--- src/rtl/mux_regs_pkg.sv ---
package mux_regs_pkg;

  localparam int WORD_W     = 16;
  localparam int EXT_W      = 2;
  localparam int CHAR_W     = 8;

  // control register bit positions
  localparam int CB_RIE     = 6;
  localparam int CB_RXF     = 7;
  localparam int CB_MCLR    = 11;
  localparam int CB_OIE     = 13;
  localparam int CB_TXF     = 15;
  localparam int CB_EXT_LO  = 4;
  localparam int RX_VALID_B = 15;
  localparam int RX_LINE_LO = 8;
  localparam logic [WORD_W-1:0] SILO_KEEP = 16'h7FC0;

  typedef enum logic [2:0] {
    SEL_CTRL = 3'd0,
    SEL_RXCH = 3'd1,
    SEL_LPAR = 3'd2,
    SEL_CADR = 3'd3,
    SEL_BCNT = 3'd4,
    SEL_BACT = 3'd5,
    SEL_BRK  = 3'd6,
    SEL_SILO = 3'd7
  } regSel_e;

  typedef struct packed {
    logic    wrCtrl;
    logic    mclr;
    logic    wrLpar;
    logic    wrCadr;
    logic    wrBcnt;
    logic    wrBact;
    logic    wrBrk;
    logic    wrSilo;
    logic    wrZero;
    logic    rdAny;
    logic    rdRxch;
    logic    rdSilo;
    regSel_e rdSel;
  } strobes_t;

endpackage

--- src/rtl/mux_regs_ctrl.sv ---
module mux_regs_ctrl
  import mux_regs_pkg::*;
(
  input  logic              busWr,
  input  logic              busRd,
  input  logic [2:0]        regIdx,
  input  logic [WORD_W-1:0] busWdata,
  output strobes_t          strb
);

  regSel_e sel;

  always_comb begin
    sel         = regSel_e'(regIdx);
    strb        = '0;
    strb.rdSel  = sel;
    strb.rdAny  = busRd;
    strb.wrZero = (busWdata == '0);
    if (busWr) begin
      unique case (sel)
        SEL_CTRL: begin
          strb.wrCtrl = 1'b1;
          strb.mclr   = busWdata[CB_MCLR];
        end
        SEL_LPAR: strb.wrLpar = 1'b1;
        SEL_CADR: strb.wrCadr = 1'b1;
        SEL_BCNT: strb.wrBcnt = 1'b1;
        SEL_BACT: strb.wrBact = 1'b1;
        SEL_BRK:  strb.wrBrk  = 1'b1;
        SEL_SILO: strb.wrSilo = 1'b1;
        default:  ;
      endcase
    end
    if (busRd) begin
      strb.rdRxch = (sel == SEL_RXCH);
      strb.rdSilo = (sel == SEL_SILO);
    end
  end

endmodule

--- src/rtl/mux_regs_dp.sv ---
module mux_regs_dp
  import mux_regs_pkg::*;
#(
  parameter int NLINES = 16,
  localparam int LW = $clog2(NLINES)
)(
  input  logic              clk,
  input  logic              rstN,
  input  strobes_t          strb,
  input  logic [WORD_W-1:0] busWdata,
  input  logic              rxValid,
  input  logic [LW-1:0]     rxLine,
  input  logic [CHAR_W-1:0] rxChar,
  input  logic              txDone,
  input  logic [LW-1:0]     txDoneLine,
  output logic [WORD_W-1:0] busRdata,
  output logic              rxIrq,
  output logic              txIrq,
  output logic              txStart,
  output logic              txCancel,
  output logic [NLINES-1:0] activeMask,
  output logic [NLINES-1:0] breakMask
);

  localparam int AW = WORD_W + EXT_W;

  logic [WORD_W-1:0] ctrlReg, rxchReg, siloReg;
  logic [NLINES-1:0] bactReg, brkReg;
  logic [WORD_W-1:0] lparArr [NLINES];
  logic [AW-1:0]     cadrArr [NLINES];
  logic [WORD_W-1:0] bcntArr [NLINES];
  logic [LW-1:0]     lineSel;
  logic [WORD_W-1:0] rdVal, rxWord, siloView;
  logic [CHAR_W-1:0] charMask;

  assign lineSel  = ctrlReg[LW-1:0];
  assign siloView = {siloReg[WORD_W-1:8], cadrArr[lineSel][AW-1:WORD_W], siloReg[5:0]};

  always_comb begin
    charMask = CHAR_W'((9'd1 << (5 + int'(lparArr[rxLine][1:0]))) - 9'd1);
    rxWord = '0;
    rxWord[CHAR_W-1:0] = rxChar & charMask;
    rxWord[RX_LINE_LO +: LW] = rxLine;
    rxWord[RX_VALID_B] = 1'b1;
  end

  always_comb begin
    unique case (strb.rdSel)
      SEL_CTRL: rdVal = ctrlReg;
      SEL_RXCH: rdVal = rxchReg;
      SEL_LPAR: rdVal = '0;
      SEL_CADR: rdVal = cadrArr[lineSel][WORD_W-1:0];
      SEL_BCNT: rdVal = bcntArr[lineSel];
      SEL_BACT: rdVal = WORD_W'(bactReg);
      SEL_BRK:  rdVal = WORD_W'(brkReg);
      SEL_SILO: rdVal = siloView;
      default:  rdVal = '0;
    endcase
  end

  always_ff @(posedge clk or negedge rstN) begin
    if (!rstN) begin
      ctrlReg <= '0; rxchReg <= '0; siloReg <= '0;
      bactReg <= '0; brkReg <= '0; busRdata <= '0;
      rxIrq <= 1'b0; txIrq <= 1'b0; txStart <= 1'b0; txCancel <= 1'b0;
      for (int i = 0; i < NLINES; i++) begin
        lparArr[i] <= '0; cadrArr[i] <= '0; bcntArr[i] <= '0;
      end
    end else if (strb.mclr) begin
      ctrlReg <= '0; rxchReg <= '0; siloReg <= '0;
      bactReg <= '0; brkReg <= '0; busRdata <= '0;
      rxIrq <= 1'b0; txIrq <= 1'b0; txStart <= 1'b0; txCancel <= 1'b0;
      for (int i = 0; i < NLINES; i++) begin
        lparArr[i] <= '0; cadrArr[i] <= '0; bcntArr[i] <= '0;
      end
    end else begin
      txStart  <= 1'b0;
      txCancel <= 1'b0;
      busRdata <= strb.rdAny ? rdVal : '0;

      if (strb.wrCtrl) begin
        ctrlReg <= busWdata;
        if (busWdata[CB_TXF]) begin
          if (busWdata[CB_OIE]) txIrq <= 1'b1;
        end else begin
          txIrq <= 1'b0;
          if (bactReg != '0) txStart <= 1'b1;
        end
      end
      if (strb.wrLpar) lparArr[lineSel] <= busWdata;
      if (strb.wrCadr) cadrArr[lineSel] <= {ctrlReg[CB_EXT_LO +: EXT_W], busWdata};
      if (strb.wrBcnt) begin
        bcntArr[lineSel] <= busWdata;
        if (strb.wrZero) txCancel <= 1'b1;
      end
      if (strb.wrBact) begin
        bactReg <= busWdata[NLINES-1:0];
        if (busWdata[NLINES-1:0] == '0) txCancel <= 1'b1;
        else                            txStart  <= 1'b1;
      end
      if (strb.wrBrk)  brkReg <= busWdata[NLINES-1:0];
      if (strb.wrSilo) siloReg <= (siloReg & SILO_KEEP) | (busWdata & ~SILO_KEEP);
      if (strb.rdSilo) siloReg <= siloView;

      if (strb.rdRxch) begin
        rxchReg <= '0;
        ctrlReg[CB_RXF] <= 1'b0;
        rxIrq <= 1'b0;
      end
      if (rxValid) begin
        rxchReg <= rxWord;
        ctrlReg[CB_RXF] <= 1'b1;
        if (ctrlReg[CB_RIE]) rxIrq <= 1'b1;
      end
      if (txDone) begin
        bactReg[txDoneLine] <= 1'b0;
        ctrlReg[CB_TXF] <= 1'b1;
        if (ctrlReg[CB_OIE]) txIrq <= 1'b1;
      end
    end
  end

  assign activeMask = bactReg;
  assign breakMask  = brkReg;

endmodule

--- src/rtl/mux_regs_top.sv ---
module mux_regs_top
  import mux_regs_pkg::*;
#(
  parameter int NLINES = 16,
  localparam int LW = $clog2(NLINES)
)(
  input  logic              clk,
  input  logic              rstN,
  input  logic              busWr,
  input  logic              busRd,
  input  logic [3:0]        busAddr,
  input  logic [WORD_W-1:0] busWdata,
  output logic [WORD_W-1:0] busRdata,
  input  logic              rxValid,
  input  logic [LW-1:0]     rxLine,
  input  logic [CHAR_W-1:0] rxChar,
  input  logic              txDone,
  input  logic [LW-1:0]     txDoneLine,
  output logic              rxIrq,
  output logic              txIrq,
  output logic              txStart,
  output logic              txCancel,
  output logic [NLINES-1:0] activeMask,
  output logic [NLINES-1:0] breakMask
);

  strobes_t strb;

  mux_regs_ctrl i_ctrl (
    .busWr    (busWr),
    .busRd    (busRd),
    .regIdx   (busAddr[3:1]),
    .busWdata (busWdata),
    .strb     (strb)
  );

  mux_regs_dp #(.NLINES(NLINES)) i_dp (
    .clk        (clk),
    .rstN       (rstN),
    .strb       (strb),
    .busWdata   (busWdata),
    .rxValid    (rxValid),
    .rxLine     (rxLine),
    .rxChar     (rxChar),
    .txDone     (txDone),
    .txDoneLine (txDoneLine),
    .busRdata   (busRdata),
    .rxIrq      (rxIrq),
    .txIrq      (txIrq),
    .txStart    (txStart),
    .txCancel   (txCancel),
    .activeMask (activeMask),
    .breakMask  (breakMask)
  );

endmodule

--- config.mk ---
export PLATFORM = sky130hd
export DESIGN_NAME = mux_regs_top
export DESIGN_NICKNAME = d
export VERILOG_FILES = /design/src/rtl/mux_regs_pkg.sv /design/src/rtl/mux_regs_ctrl.sv /design/src/rtl/mux_regs_dp.sv /design/src/rtl/mux_regs_top.sv
export SDC_FILE = /design/constraint.sdc
export NUM_CORES = 1
export LEC_CHECK = 0
export ABC_AREA = 1
export CAP_MARGIN = 10
export CORE_MARGIN = 5
export CORE_UTILIZATION = 35
export CTS_CLUSTER_DIAMETER = 150
export DETAILED_ROUTE_END_ITERATION = 10
export PLACE_DENSITY = 0.53
export SYNTH_ARGS = -nofsm -noshare
export SYNTH_HDL_FRONTEND = slang
export SYNTH_SLANG_ARGS = --single-unit
--- constraint.sdc ---
create_clock -name clk -period 1.8 [get_ports clk]
set_input_delay 0.18 -clock clk [delete_from_list [all_inputs] [get_ports clk]]
set_output_delay 0.18 -clock clk [all_outputs]
set_load 0.005 [all_outputs]
==> impl_metrics.json, run 1 <==
{
  "outcome": "finished with violations",
  "violations": "negative setup slack",
  "yosysSeqAreaShare_pct": 52.9,
  "setup_ws_ps": -344,
  "arrival_ps": 2640,
  "p_per_area_nw_per_um2": 1180,
  "synth_top_area_cell": "dfrtp_1",
  "synth_flop_cell": "dfrtp_1",
  "final_cells": 5636,
  "vias": 29300,
  "yosysMostFrequentCell": "nand2_1",
  "cts_sinks": 664,
  "gp_congestion": 0.923,
  "coreArea_sq_um": 88600,
  "netlist_area_sq_um": 31400,
  "antenna_found_initial": 1,
  "path_clk_slew_ps": 60,
  "die_h_microns": 309,
  "fin_crit_sh_pct": 119,
  "drc": 0,
  "maxSlewHeadroom_pct": 46.0,
  "cell_internal_pwr_w": 0.0338,
  "synth_warnings": 0,
  "final_hold_viol_count": 0,
  "fillers": 8660,
  "n_antenna_cell": 0,
  "cts_buffer_depth": 3,
  "yosysTopAreaCellShare_pct": 52.9,
  "fin_tns_setup_ps": -67260,
  "max-vdd-ir-drop_v": 0.000928,
  "rsz0062_at_grt": "true",
  "pwr-share-clk_pct": 33.4,
  "port_buffers": 92,
  "htreeDepth": 3,
  "required_ps": 2290,
  "finalNetCount": 4455,
  "synth_common_cells": "1648 x nand2_1, 664 x dfrtp_1, 577 x o21ai_0",
  "dp_hpwl_microns": 80300,
  "die_x_microns": 309,
  "drive_above_1_share_pct": 23.3,
  "fmax_ghz": 0.466,
  "cts_tree": "done",
  "setup_viol": 499,
  "drv_slew": 0,
  "firstDrtPassIters": 6,
  "leakage_nw": 20.3,
  "area_delta_synth_final_pct": 35.4,
  "grtUsageTotal_pct": 23.9,
  "endpoint_kind": "register",
  "async_flop_share_pct": 100,
  "hp-class": "in -> async",
  "yosysUniqueCellTypes": 36,
  "skew_ps": 20.5,
  "netlist_top_cells_area": "dfrtp_1 53%, nand2_1 20%, o21ai_0 9.2%",
  "grt_pass1_vias": 28400,
  "drtIter0Drc": 2476,
  "drv_cap": 0,
  "seqPwrFrac_pct": 38.5,
  "die_area_sq_um": 95800,
  "postSynthAreaPerCell_sq_um": 7.79,
  "vias_per_cell": 5.20,
  "dp_cells": 5422,
  "wl_microns": 120000,
  "synth-edff-count": 0,
  "clock_latency_ps": 620,
  "switching_power_w": 0.0163,
  "cp-start-kind": "register",
  "post_dp_cell_area_sq_um": 36800,
  "critPathKind": "reg -> reg",
  "swShare_pct": 32.6,
  "final_area_sq_um": 42500,
  "synthCells": 4031,
  "numCtsBuffers": 76,
  "grt_max_degree": 76,
  "p_comb_share_pct": 28.1,
  "cp_max_fo": 7,
  "post_drt_wl_per_cell_microns": 21.2,
  "period_minus_slack_ps": 2140,
  "fp-row-count": 109,
  "ys_ff_latch": 664,
  "final_antenna_net_count": 0,
  "grt_pass1_wl_microns": 177000,
  "initial_core_util_pct": 35.4,
  "overflow": 0,
  "tightest_slew_ps": 809,
  "synthesis.nets": 4073,
  "cts-root-buf": "clkbuf_16",
  "ios": 94
}
## worst paths after layout
path / startpoint / endpoint / slack, ps / cells past startpoint
max: i_dp.ctrlReg[0]$_DFFE_PN0P_ / i_dp.cadrArr[35]$_DFFE_PN0P_ / -340 / 12
min: rstN / i_dp.cadrArr[63]$_DFFE_PN0P_ / 30 / 2
max reg2reg: i_dp.ctrlReg[0]$_DFFE_PN0P_ / i_dp.cadrArr[35]$_DFFE_PN0P_ / -340 / 12
min reg2reg: i_dp.bcntArr[164]$_DFFE_PN0P_ / i_dp.bcntArr[164]$_DFFE_PN0P_ / 480 / 2
max in group asynchronous: rstN / i_dp.bcntArr[196]$_DFFE_PN0P_ / 910 / 4
min in group clk: rxChar[1] / i_dp.rxchReg[1]$_DFFE_PN0P_ / 130 / 3
## placed cells by master (no fill, tap or decap), types with 38 or more instances in the layout
| cell type | count |
|---|---|
| nand2_1 | 1448 |
| o22ai_1 | 141 |
| dfrtp_1 | 662 |
| buf_6 | 51 |
| o21ai_0 | 450 |
| nand2_2 | 171 |
| buf_12 | 112 |
| o22ai_2 | 38 |
| clkdlybuf4s50_1 | 90 |
| clkbuf_16 | 91 |
| o21ai_1 | 173 |
| buf_4 | 248 |
| nor2_1 | 49 |
| nor2_4 | 47 |
| o21ai_2 | 59 |
| inv_1 | 279 |
## flip-flops by register name (all words and copies together) (netlist names)
name,flops
i_dp.txCancel,1
i_dp.cadrArr,288
i_dp.txStart,1
i_dp.lparArr,32
i_dp.siloReg,7
i_dp.breakMask,16
i_dp.busRdata,16
i_dp.activeMask,16
i_dp.txIrq,1
i_dp.rxIrq,1
i_dp.rxchReg,13
i_dp.bcntArr,256
i_dp.ctrlReg,16
## cells by family after synthesis
group	Yosys count	share of synthesized area, %
multiplexers	3	0.0957
flip-flops	664	52.9
AO/OA/AOI/OAI	947	16.3
AND/OR/NAND/NOR	1819	22.8
buffers and inverters	598	7.89
## what timing repair did
item	CTS	global route
resized for setup	209	512
setup buffers	13	36
hold buffers	1	0
cloned	9	23
pin swaps	40	85
endpoints found under the hold margin	415	0
endpoints found under the setup margin	594	616
## final cells by class
cell class | instances | area [sq um] | share of cell area [%]
clock buffers | 110 | 2300 | 5.41
clock inverters | 26 | 384 | 0.903
inverters | 357 | 1500 | 3.52
multi-input cells | 2769 | 13800 | 32.5
flip-flops and latches | 664 | 16600 | 39.1
well taps | 1165 | 1460 | 3.43
repair buffers | 537 | 6390 | 15.0
repair inverters | 8 | 57.6 | 0.135
## routing by layer
metal / part of all wire, % / vias up / global-route usage, %
li1: - / 13700 / -
met1: 44 / 14500 / 33.8
met2: 46 / 935 / 37.5
met3: 6.5 / 191 / 4.16
met4: 3.9 / 0 / 8.35
met5: 0 / - / 0
## power by group through the flow
stage               sequential [W]  clock, W  combinational, W
floorplan                   0.0191         0           0.00687
global placement            0.0194         0            0.0117
detailed placement          0.0195         0            0.0118
CTS                         0.0192    0.0170            0.0126
global route                0.0196    0.0177            0.0155
finish                      0.0193    0.0167            0.0141
## stage by stage
stage / total power (W) / worst slack [ps] / util [%] / hold slack, ps
after floorplan: 0.0260 / 1.34 / - / -116
after global placement: 0.0311 / -970 / 41.5 / 83.5
after detailed placement: 0.0313 / -967 / 41.5 / 84.7
after CTS: 0.0489 / -283 / 45.6 / 14.6
after global routing: 0.0527 / -380 / 48.0 / 57.1
final: 0.0501 / -344 / 48.0 / 30.2
## worst max-delay path, cell delays in order, from the launching register on
cell and delay, ps:
dfrtp_4 520, buf_12 170, nor2_4 190, clkinv_4 120, buf_6 140, nor2_4 130, inv_2 50, nand2_2 70
inv_2 60, buf_6 120, nor2_4 170, clkbuf_16 200, o22ai_1 60
(Power assumes the default switching activity.)
==> run 2: changes to the inputs <==
--- a/config.mk
+++ b/config.mk
@@ -5,13 +5,14 @@
 export SDC_FILE = /design/constraint.sdc
 export NUM_CORES = 1
 export LEC_CHECK = 0
-export ABC_AREA = 1
+export ABC_AREA = 0
 export CAP_MARGIN = 10
 export CORE_MARGIN = 5
 export CORE_UTILIZATION = 35
 export CTS_CLUSTER_DIAMETER = 150
 export DETAILED_ROUTE_END_ITERATION = 10
 export PLACE_DENSITY = 0.53
+export RECOVER_POWER = 100
 export SYNTH_ARGS = -nofsm -noshare
 export SYNTH_HDL_FRONTEND = slang
 export SYNTH_SLANG_ARGS = --single-unit
==> run 2 against run 1 <==
The flow still finishes with violations (negative setup slack). Synthesized cell count down 35%. Utilization down 0.92 points. Area after synthesis down 1.5%. First-iteration DRC count up 6.9%. Worst hold slack better by 42 ps. Power down 16%. Highest routed layer is now met5.
==> impl_metrics.json, run 2 <==
{
  "cts_buffer_depth": 3,
  "synthCells": 2622,
  "outcome": "finished with violations",
  "reg.largest.list": "i_dp.cadrArr (288), i_dp.bcntArr (256), i_dp.lparArr (32)",
  "required_ps": 2300,
  "violations": "negative setup slack",
  "numCtsBuffers": 76,
  "leakage_nw": 19.6,
  "skew_ps": 30.5,
  "final_hold_viol_count": 0,
  "netlist_top_cells_area": "dfrtp_1 54%, mux4_2 11%, a22o_1 8.1%",
  "cts-root-buf": "clkbuf_16",
  "synth_flop_cell": "dfrtp_1",
  "endpoint_kind": "register",
  "arrival_ps": 2860,
  "post_drt_wl_per_cell_microns": 27.4,
  "maxSlewHeadroom_pct": 30.8,
  "synthesis.nets": 2664,
  "synth_warnings": 0,
  "yosysTopAreaCellShare_pct": 53.8,
  "ys_ff_latch": 664,
  "htreeDepth": 3,
  "yosysUniqueCellTypes": 49,
  "dp_hpwl_microns": 77400,
  "fin_crit_sh_pct": 131,
  "cts_tree": "done",
  "vias": 24800,
  "synth_common_cells": "664 x dfrtp_1, 285 x a22o_1, 265 x nor2_1",
  "postSynthAreaPerCell_sq_um": 11.8,
  "regMostFlops": "i_dp.cadrArr",
  "fmax_ghz": 0.425,
  "area_delta_synth_final_pct": 33.9,
  "antenna_found_initial": 2,
  "port_buffers": 92,
  "layout_common_cells": "661 x dfrtp_1, 338 x buf_4, 285 x a22o_1, 237 x nor2_1, 196 x mux2i_1",
  "tightest_slew_ps": 1040,
  "drive_above_1_share_pct": 32.0,
  "fp-row-count": 109,
  "n_antenna_cell": 0,
  "firstDrtPassIters": 8,
  "synth_top_area_cell": "dfrtp_1",
  "cp-start-kind": "register",
  "die_h_microns": 307,
  "setup_viol": 663,
  "die_x_microns": 307,
  "hp-class": "in -> reg",
  "cp_max_fo": 7,
  "drv_slew": 0,
  "grt_pass1_vias": 25100,
  "drtIter0Drc": 2646,
  "p_total_w": 0.0423,
  "netlist_area_sq_um": 30900,
  "clock_latency_ps": 630,
  "overflow": 0,
  "yosysMostFrequentCell": "dfrtp_1",
  "rsz0062_at_grt": "true",
  "critPathKind": "reg -> reg",
  "grt_max_degree": 68,
  "synth-edff-count": 0,
  "max-vdd-ir-drop_v": 0.000782,
  "period_minus_slack_ps": 2360,
  "final_antenna_net_count": 0,
  "finalNetCount": 3085,
  "ios": 94,
  "grt_pass1_wl_microns": 172000,
  "grtUsageTotal_pct": 24.0,
  "async_flop_share_pct": 100,
  "yosysSeqAreaShare_pct": 53.8,
  "final_util_pct": 47.0,
  "drc": 0,
  "initial_core_util_pct": 35.1,
  "die_area_sq_um": 94400,
  "cts_sinks": 664,
  "mostFrequentLayoutCell": "dfrtp_1",
  "wl_microns": 117000,
  "drv_cap": 0,
  "vias_per_cell": 5.82,
  "gp_congestion": 0.958,
  "largest_reg_flops": 288,
  "p_per_area_nw_per_um2": 1020,
  "coreArea_sq_um": 88000,
  "path_clk_slew_ps": 60,
  "setup_ws_ps": -555
}
[run 2: cell count changes after synthesis, moves of 18 or more]
cell / delta
a21oi_1: +115
a22o_1: +283
buf_2: +72
inv_1: -254
inv_2: -52
mux2i_1: +210
mux4_2: +146
nand2_1: -1471
nor2_1: +197
nor2_4: -18
nor3_1: +24
o21ai_0: -462
o21ai_1: -107
o22ai_1: -131
[run 2: critical path, cell delays in order (launching register included)]
cell,delay (ps)
dfrtp_4,430
buf_12,160
buf_12,140
buf_16,140
mux4_2,520
mux2i_2,210
buf_4,180
o211ai_1,160
a21oi_2,220
nor3_2,60
[run 2: repair_timing]
item | CTS | global route
setup endpoints to repair | 636 | 644
setup buffers | 46 | 37
pin swaps | 23 | 40
hold endpoints to repair | 308 | 0
hold buffers | 1 | 0
gates cloned | 6 | 12
resized for setup | 173 | 147
[run 2: path summary, 6_finish.rpt]
kind                       cells after the start                        start                       endpoint  slack (ps)
max                                            9  i_dp.ctrlReg[0]$_DFFE_PN0P_    i_dp.busRdata[14]$_DFF_PN0_        -560
min                                            4                  busWdata[1]    i_dp.bcntArr[1]$_DFFE_PN0P_          70
max in group asynchronous                      4                         rstN   i_dp.bcntArr[89]$_DFFE_PN0P_          40
min reg2reg                                    2  i_dp.ctrlReg[8]$_DFFE_PN0P_    i_dp.ctrlReg[8]$_DFFE_PN0P_         480
min in group asynchronous                      2                         rstN  i_dp.bcntArr[172]$_DFFE_PN0P_         290
max reg2reg                                    9  i_dp.ctrlReg[0]$_DFFE_PN0P_    i_dp.busRdata[14]$_DFF_PN0_        -560
[run 2: kinds of logic after synthesis]
group / synth area share, %
AND/OR/NAND/NOR: 7.88
buffers and inverters: 4.79
flip-flops: 53.8
AO/OA/AOI/OAI: 15.7
multiplexers: 17.9
[run 2: stage by stage]
step           hold WS, ps  setup TNS, ps  worst slack, ps  instances  cell area [sq um]
2_1_floorplan         -116          -1580            -51.7       2622              31200
3_3_place_gp           107        -370590             -843       4034              36300
5_1_grt               67.2        -223450             -592       4268              41400
3_5_place_dp           108        -392730             -840       4034              36300
4_1_cts               41.2        -140330             -523       4222              40300
6_report              72.2        -155440             -555       4268              41400
[run 2: power breakdown]
part / internal [W] / switching, W
clock: 0.00938 / 0.00650
combinational: 0.00447 / 0.00443
sequential: 0.0164 / 0.00113
total: 0.0303 / 0.0121
[run 2: area by class of cell]
class | count | area (sq um)
well taps | 1165 | 1460
clock inverters | 33 | 358
fillers | 7855 | 46600
flip-flops and latches | 664 | 16600
inverters | 46 | 175
repair buffers | 623 | 6780
multi-input cells | 1632 | 13800
clock buffers | 105 | 2180
[run 2: per-layer routing]
| metal | share of wire (%) | up-vias | GRT usage (%) | wire, microns |
|---|---|---|---|---|
| met5 | 0.015 | - | 0 | 17 |
| met4 | 3.9 | 2 | 8.66 | 4560 |
| met3 | 8.0 | 220 | 5.01 | 9390 |
| met2 | 47 | 1183 | 37.8 | 54800 |
| met1 | 41 | 12900 | 33.3 | 48300 |
| li1 | - | 10500 | - | - |
